===== src/rtl/page_xlate_pkg.sv =====
package page_xlate_pkg;

   // access-type sideband carried with every transfer
   typedef struct packed {
      logic instr;
      logic cache;
      logic burst;
   } acc_attr_t;

   function automatic acc_attr_t mk_attr(input logic instr, input logic cache, input logic burst);
      acc_attr_t a;
      a.instr = instr;
      a.cache = cache;
      a.burst = burst;
      return a;
   endfunction

endpackage


===== src/rtl/pxu_table.sv =====
module pxu_table #(
   parameter int IDX_W = 4,
   parameter int CTX_W = 2,
   parameter int PPN_W = 20
) (
   input  logic                   clk,
   input  logic                   rst_n,
   input  logic                   wr_en,
   input  logic [CTX_W+IDX_W-1:0] wr_sel,
   input  logic [PPN_W-1:0]       wr_ppn,
   input  logic                   wr_cache,
   input  logic                   wr_allow,
   input  logic [CTX_W+IDX_W-1:0] rd_sel,
   output logic [PPN_W-1:0]       rd_ppn,
   output logic                   rd_cache,
   output logic                   rd_allow
);
   localparam int SEL_W = CTX_W + IDX_W;
   localparam int ENT_N = 1 << SEL_W;

   logic [PPN_W-1:0] ppn_q [ENT_N];
   logic [ENT_N-1:0] cache_q;
   logic [ENT_N-1:0] allow_q;

   always_ff @(posedge clk or negedge rst_n) begin
      if (!rst_n) begin
         for (int e = 0; e < ENT_N; e++) begin
            ppn_q[e] <= '0;
         end
         cache_q <= '0;
         allow_q <= '0;
      end else if (wr_en) begin
         ppn_q[wr_sel]   <= wr_ppn;
         cache_q[wr_sel] <= wr_cache;
         allow_q[wr_sel] <= wr_allow;
      end
   end

   assign rd_ppn   = ppn_q[rd_sel];
   assign rd_cache = cache_q[rd_sel];
   assign rd_allow = allow_q[rd_sel];

endmodule


===== src/rtl/pxu_xlate.sv =====
module pxu_xlate
   import page_xlate_pkg::*;
#(
   parameter int VA_W   = 32,
   parameter int PA_W   = 32,
   parameter int OFFS_W = 12,
   parameter int IDX_W  = 4,
   parameter int CTX_W  = 2
) (
   input  logic                        en,
   input  logic [CTX_W-1:0]            ctx,
   input  logic [VA_W-1:0]             vaddr,
   input  acc_attr_t                   attr_in,
   output logic [CTX_W+IDX_W-1:0]      tbl_sel,
   input  logic [PA_W-OFFS_W-1:0]      tbl_ppn,
   input  logic                        tbl_cache,
   input  logic                        tbl_allow,
   output logic [PA_W-1:0]             paddr,
   output acc_attr_t                   attr_out,
   output logic                        fault
);
   localparam int VPN_W = VA_W - OFFS_W;

   logic [VPN_W-1:0] vpn;
   logic             in_rng;

   assign vpn     = vaddr[VA_W-1:OFFS_W];
   assign tbl_sel = {ctx, vpn[IDX_W-1:0]};

   // page numbers above the table are out of range unless the table spans them all
   if (VPN_W == IDX_W) begin : g_full_span
      assign in_rng = 1'b1;
   end else begin : g_part_span
      assign in_rng = (vpn[VPN_W-1:IDX_W] == '0);
   end

   always_comb begin
      if (en) begin
         paddr          = {tbl_ppn, vaddr[OFFS_W-1:0]};
         attr_out       = attr_in;
         attr_out.cache = tbl_cache;
         fault          = !in_rng || !tbl_allow;
      end else begin
         paddr    = PA_W'(vaddr);
         attr_out = attr_in;
         fault    = 1'b0;
      end
   end

endmodule


===== src/rtl/pxu_fault_cap.sv =====
module pxu_fault_cap #(
   parameter int VA_W  = 32,
   parameter int CTX_W = 2
) (
   input  logic             clk,
   input  logic             rst_n,
   input  logic             hit,
   input  logic [VA_W-1:0]  vaddr,
   input  logic [CTX_W-1:0] ctx,
   input  logic             clr,
   output logic             irq,
   output logic [VA_W-1:0]  vaddr_q,
   output logic [CTX_W-1:0] ctx_q
);
   always_ff @(posedge clk or negedge rst_n) begin
      if (!rst_n) begin
         irq     <= 1'b0;
         vaddr_q <= '0;
         ctx_q   <= '0;
      end else begin
         if (clr) begin
            irq <= 1'b0;
         end
         if (hit) begin
            irq <= 1'b1;
            if (!irq || clr) begin
               vaddr_q <= vaddr;
               ctx_q   <= ctx;
            end
         end
      end
   end

endmodule


===== src/rtl/page_xlate_unit.sv =====
module page_xlate_unit
   import page_xlate_pkg::*;
#(
   parameter int VA_W   = 32,
   parameter int PA_W   = 32,
   parameter int OFFS_W = 12,
   parameter int IDX_W  = 4,
   parameter int CTX_W  = 2
) (
   input  logic                        clk,
   input  logic                        rst_n,
   input  logic                        cfg_we,
   input  logic                        cfg_ctrl,
   input  logic [CTX_W+IDX_W-1:0]      cfg_sel,
   input  logic [PA_W-OFFS_W-1:0]      cfg_ppn,
   input  logic                        cfg_cache,
   input  logic                        cfg_allow,
   input  logic                        cfg_en,
   input  logic [CTX_W-1:0]            cfg_ctx,
   input  logic                        up_valid,
   output logic                        up_ready,
   input  logic [VA_W-1:0]             up_vaddr,
   input  logic                        up_instr,
   input  logic                        up_cache,
   input  logic                        up_burst,
   output logic                        dn_valid,
   input  logic                        dn_ready,
   output logic [PA_W-1:0]             dn_paddr,
   output logic                        dn_instr,
   output logic                        dn_cache,
   output logic                        dn_burst,
   output logic                        fault_irq,
   output logic [VA_W-1:0]             fault_vaddr,
   output logic [CTX_W-1:0]            fault_ctx,
   input  logic                        fault_clr
);
   localparam int PPN_W = PA_W - OFFS_W;
   localparam int SEL_W = CTX_W + IDX_W;

   if (OFFS_W < 1 || OFFS_W >= VA_W || OFFS_W >= PA_W) begin : g_bad_offs
      $error("page_xlate_unit: OFFS_W must be below both address widths");
   end
   if (IDX_W < 1 || IDX_W > VA_W - OFFS_W) begin : g_bad_idx
      $error("page_xlate_unit: IDX_W must fit in the virtual page number");
   end
   if (CTX_W < 1) begin : g_bad_ctx
      $error("page_xlate_unit: CTX_W must be at least 1");
   end

   logic              xl_en_q;
   logic [CTX_W-1:0]  ctx_q;
   logic [SEL_W-1:0]  rd_sel;
   logic [PPN_W-1:0]  rd_ppn;
   logic              rd_cache;
   logic              rd_allow;
   logic [PA_W-1:0]   x_paddr;
   acc_attr_t         x_attr;
   logic              x_fault;
   logic              acc;
   logic              dv_q;
   logic [PA_W-1:0]   pa_q;
   acc_attr_t         attr_q;

   // control register: enable and active context
   always_ff @(posedge clk or negedge rst_n) begin
      if (!rst_n) begin
         xl_en_q <= 1'b0;
         ctx_q   <= '0;
      end else if (cfg_we && cfg_ctrl) begin
         xl_en_q <= cfg_en;
         ctx_q   <= cfg_ctx;
      end
   end

   pxu_table #(.IDX_W(IDX_W), .CTX_W(CTX_W), .PPN_W(PPN_W)) tbl_i (
      .clk      (clk),
      .rst_n    (rst_n),
      .wr_en    (cfg_we && !cfg_ctrl),
      .wr_sel   (cfg_sel),
      .wr_ppn   (cfg_ppn),
      .wr_cache (cfg_cache),
      .wr_allow (cfg_allow),
      .rd_sel   (rd_sel),
      .rd_ppn   (rd_ppn),
      .rd_cache (rd_cache),
      .rd_allow (rd_allow)
   );

   pxu_xlate #(.VA_W(VA_W), .PA_W(PA_W), .OFFS_W(OFFS_W), .IDX_W(IDX_W), .CTX_W(CTX_W)) xl_i (
      .en        (xl_en_q),
      .ctx       (ctx_q),
      .vaddr     (up_vaddr),
      .attr_in   (mk_attr(up_instr, up_cache, up_burst)),
      .tbl_sel   (rd_sel),
      .tbl_ppn   (rd_ppn),
      .tbl_cache (rd_cache),
      .tbl_allow (rd_allow),
      .paddr     (x_paddr),
      .attr_out  (x_attr),
      .fault     (x_fault)
   );

   assign up_ready = !dv_q || dn_ready;
   assign acc      = up_valid && up_ready;

   // single output stage: only permitted accesses are issued
   always_ff @(posedge clk or negedge rst_n) begin
      if (!rst_n) begin
         dv_q   <= 1'b0;
         pa_q   <= '0;
         attr_q <= '0;
      end else if (acc) begin
         dv_q <= !x_fault;
         if (!x_fault) begin
            pa_q   <= x_paddr;
            attr_q <= x_attr;
         end
      end else if (dn_ready) begin
         dv_q <= 1'b0;
      end
   end

   pxu_fault_cap #(.VA_W(VA_W), .CTX_W(CTX_W)) flt_i (
      .clk     (clk),
      .rst_n   (rst_n),
      .hit     (acc && x_fault),
      .vaddr   (up_vaddr),
      .ctx     (ctx_q),
      .clr     (fault_clr),
      .irq     (fault_irq),
      .vaddr_q (fault_vaddr),
      .ctx_q   (fault_ctx)
   );

   assign dn_valid = dv_q;
   assign dn_paddr = pa_q;
   assign dn_instr = attr_q.instr;
   assign dn_cache = attr_q.cache;
   assign dn_burst = attr_q.burst;

endmodule


===== config.mk =====
export PLATFORM = sky130hd
export DESIGN_NAME = page_xlate_unit
export DESIGN_NICKNAME = d
export VERILOG_FILES = /design/src/rtl/page_xlate_pkg.sv /design/src/rtl/pxu_table.sv /design/src/rtl/pxu_xlate.sv /design/src/rtl/pxu_fault_cap.sv /design/src/rtl/page_xlate_unit.sv
export SDC_FILE = /design/constraint.sdc
export NUM_CORES = 2
export LEC_CHECK = 0
export BUFFER_PORTS_ARGS = -buffer_cell sky130_fd_sc_hd__buf_2
export CORE_MARGIN = 2
export CORE_UTILIZATION = 40
export DETAILED_ROUTE_END_ITERATION = 10
export GPL_TIMING_DRIVEN = 0
export PLACE_DENSITY_LB_ADDON = 0.15
export SLEW_MARGIN = 10
export SYNTH_ARGS = -nofsm -noshare
export SYNTH_HDL_FRONTEND = slang
export SYNTH_SLANG_ARGS = --single-unit

===== constraint.sdc =====
create_clock -name clk -period 2.8 [get_ports clk]
set_clock_uncertainty 0.05 [all_clocks]
set_input_delay 0.7 -clock clk [delete_from_list [all_inputs] [get_ports clk]]
set_output_delay 0.7 -clock clk [all_outputs]
set_load 0.01 [all_outputs]

== Word level (Yosys, flattened, before mapping) ==
Index checks and enable logic that the tools add are counted.

* Muxes and demuxes: 21
* Reductions and logical operators: 20
* Bitwise gates (word level): 3
* Magnitude comparators: 6

{| class="wikitable"
|+ Operator list
! cell !! number
|-
| bitwise mux 1280 bit || 1
|-
| bitwise mux 64 bit || 2
|-
| binary-select mux 20 bit (select 6 bit) || 1
|-
| demux 20 bit (select 6 bit) || 1
|-
| two-way mux 20 bit || 3
|-
| two-way mux 32 bit || 1
|-
| logical NOT 16 bit || 1
|-
| greater-or-equal comparator 7 bit (second input constant) || 2
|-
| less-than comparator 6 x 7 -> 1 bit (second input constant) || 2
|-
| NOT 6 -> 7 bit || 2
|-
| binary-select mux 1 bit (select 6 bit) || 2
|-
| two-way mux 1 bit || 8
|-
| less-than comparator 7 x 1 -> 1 bit (second input constant) || 1
|-
| demux 1 bit (select 6 bit) || 1
|-
| greater-or-equal comparator 6 x 1 -> 1 bit (second input constant) || 1
|-
| logical AND 1 bit || 6
|-
| logical NOT 1 bit || 6
|-
| AND reduction 2 bit || 2
|-
| nonzero test 2 bit || 2
|-
| logical OR 1 bit || 3
|-
| two-way mux 2 bit || 1
|-
| NOT 1 bit || 1
|}

* Output and inout port bits: 72
* Input bits: 73
* Register bits: 1482

== Logic depth before layout (Yosys ltp) ==
* Depth after elaboration: 7
* Depth in mapped cells: 13

== Hierarchy ==
From an unflattened synthesis, not the netlist that was laid out.

* Cells, all modules: 4477
* Area total of the unflattened synthesis: 68280.5 um^2

{| class="wikitable"
|+ Modules (own cells, without submodules)
! module !! area an instance (um^2) !! times used !! cells an instance
|-
| pxu_table || 64705.8 || 1 || 4265
|-
| page_xlate_unit || 1652.8 || 1 || 88
|-
| pxu_fault_cap || 1463.9 || 1 || 75
|-
| pxu_xlate || 457.9 || 1 || 49
|}

== Worst setup path after synthesis ==
Ideal clock, no wire load.

* Path type: input -> register
* Start: input port up_vaddr[13]
* End: register pa_q[14], in the netlist dn_paddr[14]
* Arrival time: 2.917 ns
* Stages: 10
* Setup slack: -0.292 ns
* Buffers on the path: 5
* Library setup time: 0.125 ns
* Required time: 2.625 ns
* Cell sequence: buf_6 -> buf_4 -> buf_6 -> buf_2 -> clkbuf_1 -> mux4_2 -> mux4_2 -> mux2i_1 -> o22ai_1 -> mux2_4

* Longest elaborated chain between the ends: 7
* Elaborated cells between the ends (all ways): 12
* Those cells by class: 7 x mux; 2 x bitwise; 3 x reduce/logical

{| class="wikitable"
|+ RTL lines
! what !! RTL line !! RTL
|-
| start: declaration || page_xlate_unit.sv:22 || <nowiki>input logic [VA_W-1:0] up_vaddr,</nowiki>
|-
| binary-select mux 1 bit (select 6 bit) || pxu_table.sv:41 || <nowiki>assign rd_allow = allow_q[rd_sel];</nowiki>
|-
| two-way mux 1 bit (implied by the code) || pxu_table.sv:41 ||
|-
| logical NOT 1 bit || pxu_xlate.sv:42 || <nowiki>fault = !in_rng || !tbl_allow;</nowiki>
|-
| logical OR 1 bit || pxu_xlate.sv:42 ||
|-
| two-way mux 1 bit || pxu_xlate.sv:38 || <nowiki>if (en) begin</nowiki>
|-
| NOT 1 bit (no source line) || n/a ||
|-
| AND reduction 2 bit (no source line) || n/a ||
|-
| end signal: assignment || page_xlate_unit.sv:115 || <nowiki>pa_q <= x_paddr;</nowiki>
|-
| end: declaration || page_xlate_unit.sv:61 || <nowiki>logic [PA_W-1:0] pa_q;</nowiki>
|}

Parallel ways exist; a longest one is shown, timed or not. The select of a mux whose other input is x is not followed.
A chain may end at the register's enable or synchronous reset.

== Final worst setup path ==
* Start: register tbl_i.allow_q[13]
* End: register flt_i.vaddr_q[25]

* Longest elaborated chain between the ends: 7

{| class="wikitable"
|+ RTL lines
! what !! RTL line !! RTL
|-
| start: declaration || pxu_table.sv:23 || <nowiki>logic [ENT_N-1:0] allow_q;</nowiki>
|-
| start signal: indexed assignment || pxu_table.sv:35 || <nowiki>allow_q[wr_sel] <= wr_allow;</nowiki>
|-
| binary-select mux 1 bit (select 6 bit) || pxu_table.sv:41 ||
|-
| two-way mux 1 bit (implied by the code) || pxu_table.sv:41 ||
|-
| logical NOT 1 bit || pxu_xlate.sv:42 ||
|-
| logical OR 1 bit || pxu_xlate.sv:42 ||
|-
| two-way mux 1 bit || pxu_xlate.sv:38 ||
|-
| logical AND 1 bit || page_xlate_unit.sv:126 || <nowiki>.hit (acc && x_fault),</nowiki>
|-
| AND reduction 2 bit (no source line) || n/a ||
|-
| end signal: assignment || pxu_fault_cap.sv:27 || <nowiki>vaddr_q <= vaddr;</nowiki>
|-
| end: declaration || pxu_fault_cap.sv:12 || <nowiki>output logic [VA_W-1:0] vaddr_q,</nowiki>
|}

No other way between the ends. The select of a mux whose other input is x is not followed.

==> metrics.cfg <==
[floorplanning]
die_x_um = 413.6
die_area_um2 = 171100
core_um2 = 166800
die_y_um = 413.6
rows = 150
initial_core_util_pct = 40.22
boundaryPins = 145

[power]
p_sw_mw = 14.11
seqPwrFrac_pct = 45.8
swShare_pct = 26.35
p_per_area_nw_per_um2 = 675.0
peakVddDrop_v = 0.0006883
p_leak_nw = 37.19
pwr-share-comb_pct = 14.5
p_int_mw = 39.45
clkPwrFrac_pct = 39.7

[cells_and_area]
finalNetCount = 4625
fin_area_um2 = 79360
syn2layout_area_growth_pct = 18.26
drive_gt1_share_pct = 54.76

[clock_tree]
cts_htree_levels = 4
clk_pin_slew_ns = 0.06
clockBufferDepth = 3
cts_tree = done
cts_buffers = 164
clock_sinks = 1482
root_buffer = clkbuf_16
clk_latency_ns = 0.81

[global_routing]
grt_pass1_vias = 41410
antenna_found_initial = 15
grt_pass1_wl_mm = 337.1
grt_overflow = 0
grtUsageTotal_pct = 28.70
grt_max_degree = 154

[synthesis]
synthCells = 4157
syn-num-nets = 4230
ys_ff_latch = 1482
synth_area_um2 = 67110
yosysWarnings = 0
ys_types = 55
syn-mean-instance-area_um2 = 16.14
yosysSeqAreaShare_pct = 55.26

[setup_path]
worstSetupPathType = register to register
worstSetupStartpointType = register
worstPathRequired_ns = 3.43
critical_path.cell_chain = mux4_2 > mux2i_4 > a311oi_2 > nand2_1 > o41ai_4 > buf_6 > buf_6 > nor3_4 > buf_12 > buf_8 > mux2_4
cp_slowest_cell = mux4_2
critPathMaxStageDelay_ns = 0.50
critPathArrivalTime_ns = 3.70
cp_max_fo = 5
critical_path.endpoint_type = register
path_common_cell = buf_6

[route]
detail-route-antenna-nets = 0
detail_route.wl_per_cell_um = 35.52
viasPerCell = 5.943
dr.pass1.iters = 5
drt_wl_total_mm = 244.6
num_vias = 40920
drc = 0
first_iter_violations = 3718

[sta]
slew_viol_final = 0
fin_crit_sh_pct = 109.8
tightest_slew_ns = 1.276
slew-limit-headroom_pct = 14.95
rsz0062_at_grt = true
finalCriticalPeriod_ns = 3.073
setup_viol = 64
max_freq_mhz = 325.4
hold_violations = 95
setup_slack_ns = -0.2734
hold_slack_ns = -0.09482

[place]
dpl_cell_area_um2 = 71070
port_buffers = 117
preCtsSetupSlack_ns = -2.303
gp_congestion = 0.9485
dp_hpwl_mm = 169.1

[status]
status = finished, violations left
violations = negative hold slack, negative setup slack

[worst_hold_path]
hold_path.class = input pin to asynchronous set/reset pin

[run]
drv_cap = 0

-- cell usage after synthesis, drive strengths merged --
| master | number | area [um2] |
|---|---|---|
| o41ai | 1 | 16.27 |
| a31oi | 1 | 6.260 |
| or2 | 4 | 25.02 |
| a22o | 30 | 262.8 |
| a21bo | 1 | 10.01 |
| o22ai | 19 | 118.9 |
| buf | 183 | 1100 |
| o221ai | 1 | 8.760 |
| and2b | 1 | 7.510 |
| o2111ai | 2 | 17.52 |
| nand3b | 4 | 30.03 |
| o21ai | 2 | 10.01 |
| o21bai | 1 | 7.510 |
| a221oi | 37 | 324.1 |
| nor2b | 26 | 162.7 |
| a211oi | 12 | 90.09 |
| mux2i | 41 | 410.4 |
| a211o | 7 | 61.31 |
| nor3 | 3 | 26.28 |
| nand3 | 19 | 95.09 |
| a21oi | 15 | 75.07 |
| a311oi | 1 | 15.01 |
| and3b | 2 | 17.52 |
| and3 | 1 | 6.260 |
| or3b | 3 | 26.28 |
| dfrtp | 1482 | 37090 |
| and2 | 6 | 37.54 |
| mux4 | 375 | 8569 |
| inv | 4 | 15.01 |
| nand2b | 8 | 50.05 |
| o211ai | 6 | 45.04 |
| or3 | 3 | 18.77 |
| clkbuf | 237 | 889.6 |
| o22a | 1 | 8.760 |
| a22oi | 13 | 97.59 |
| nor3b | 5 | 37.54 |
| a2111oi | 12 | 111.4 |
| a32oi | 1 | 8.760 |
| mux2 | 1481 | 16790 |
| nor2 | 46 | 172.7 |
| nor4 | 5 | 31.28 |
| nand2 | 55 | 206.5 |
-- cells by family (layout without fill, tap and decap cells) --
group                  count (synthesis)  count (layout)  share of synthesized area (%)
other                                  0              11                              0
multiplexers                        1897            1897                          38.40
AND/OR/NAND/NOR                      191             191                          1.417
buffers and inverters                424             938                          2.987
AO/OA/AOI/OAI                        163             163                          1.930
flip-flops                          1482            1482                          55.26
-- worst max-delay path: cells and delay by family (launching register included) --
family          cells  cell delay (ns)
flops               1             0.39
compound gates      2             0.25
mux                 3             1.13
buf+inv             4             0.69
simple gates        2             0.42
-- power groups by stage --
stage	clock network [mW]	logic, mW	registers (mW)
finish	21.3	7.77	24.5
detailed placement	0	6.97	24.9
CTS	21.6	7.59	24.5
floorplan	0	3.98	24.7
global placement	0	6.81	24.9
global route	22.5	8.13	24.7
-- repair_timing --
action	in CTS	in global routing
endpoints found under the setup margin	496	261
gates resized for setup	389	102
hold buffers	2	4
setup buffers	67	24
pin swaps	14	17
gates cloned	4	3
hold endpoints to repair	53	4
-- layout make-up --
cell class              count  area (um2)
fillers                 14540       87490
flip-flops and latches   1482       37090
multi-input cells        2251       28830
clock buffers             258        4933
plain buffers             414        3243
well taps                2204        2758
repair buffers            235        2212
clock inverters            27       256.5
diodes                     11       27.53
inverters                   4       17.52
-- worst paths after layout --
kind | end | from | slack, ns | cells after the start
worst min register to register | tbl_i.ppn_q[1271] | tbl_i.ppn_q[1271] | 0.44 | 1
worst min-delay path | tbl_i.ppn_q[870] | rst_n | -0.09 | 2
min in group clk | dn_instr | up_instr | 0.10 | 2
worst max-delay path | flt_i.vaddr_q[25] | tbl_i.allow_q[13] | -0.27 | 11
worst max register to register | flt_i.vaddr_q[25] | tbl_i.allow_q[13] | -0.27 | 11
max in group asynchronous | tbl_i.ppn_q[308] | rst_n | 0.54 | 4
-- cells in the final DEF, fill, tap and decap left out, types with 52 or more instances in the layout --
master and count:
buf_1 86, buf_12 52, buf_2 120, buf_4 66, clkbuf_1 205, clkbuf_16 175, clkbuf_2 58, dfrtp_1 1480
mux2_2 1406, mux2_4 65, mux4_2 355, nand2_1 55
-- layer usage --
layer	up-vias	share of wire (%)	global-route usage [%]
met2	1647	45	43.80
met3	481	7.7	5.917
met5	-	0.0033	0
met1	22400	41	38.64
met4	2	6.1	15.16
li1	16390	-	-
-- registers in the layout, indices dropped and copies added (netlist names) --
name	count
tbl_i.ppn_q	1280
tbl_i.allow_q	64
tbl_i.cache_q	64
dn_paddr	32
flt_i.vaddr_q	32
ctx_q	2
flt_i.ctx_q	2
dn_burst	1
dn_cache	1
dn_instr	1
dn_valid	1
flt_i.irq	1
xl_en_q	1
-- metrics by stage --
step / power, mW / TNS, ns / utilization (%) / instances
6_report: 53.57 / -9.625 / 47.57 / 6886
5_1_grt: 55.37 / -10.08 / 47.55 / 6877
4_1_cts: 53.68 / -7.625 / 47.22 / 6847
3_5_place_dp: 31.82 / -1174.45 / 42.60 / 6494
3_3_place_gp: 31.68 / - / 42.37 / 6478
2_1_floorplan: 28.63 / -5.079 / - / 4157
No activity file was read; power rests on OpenSTA's default activity.
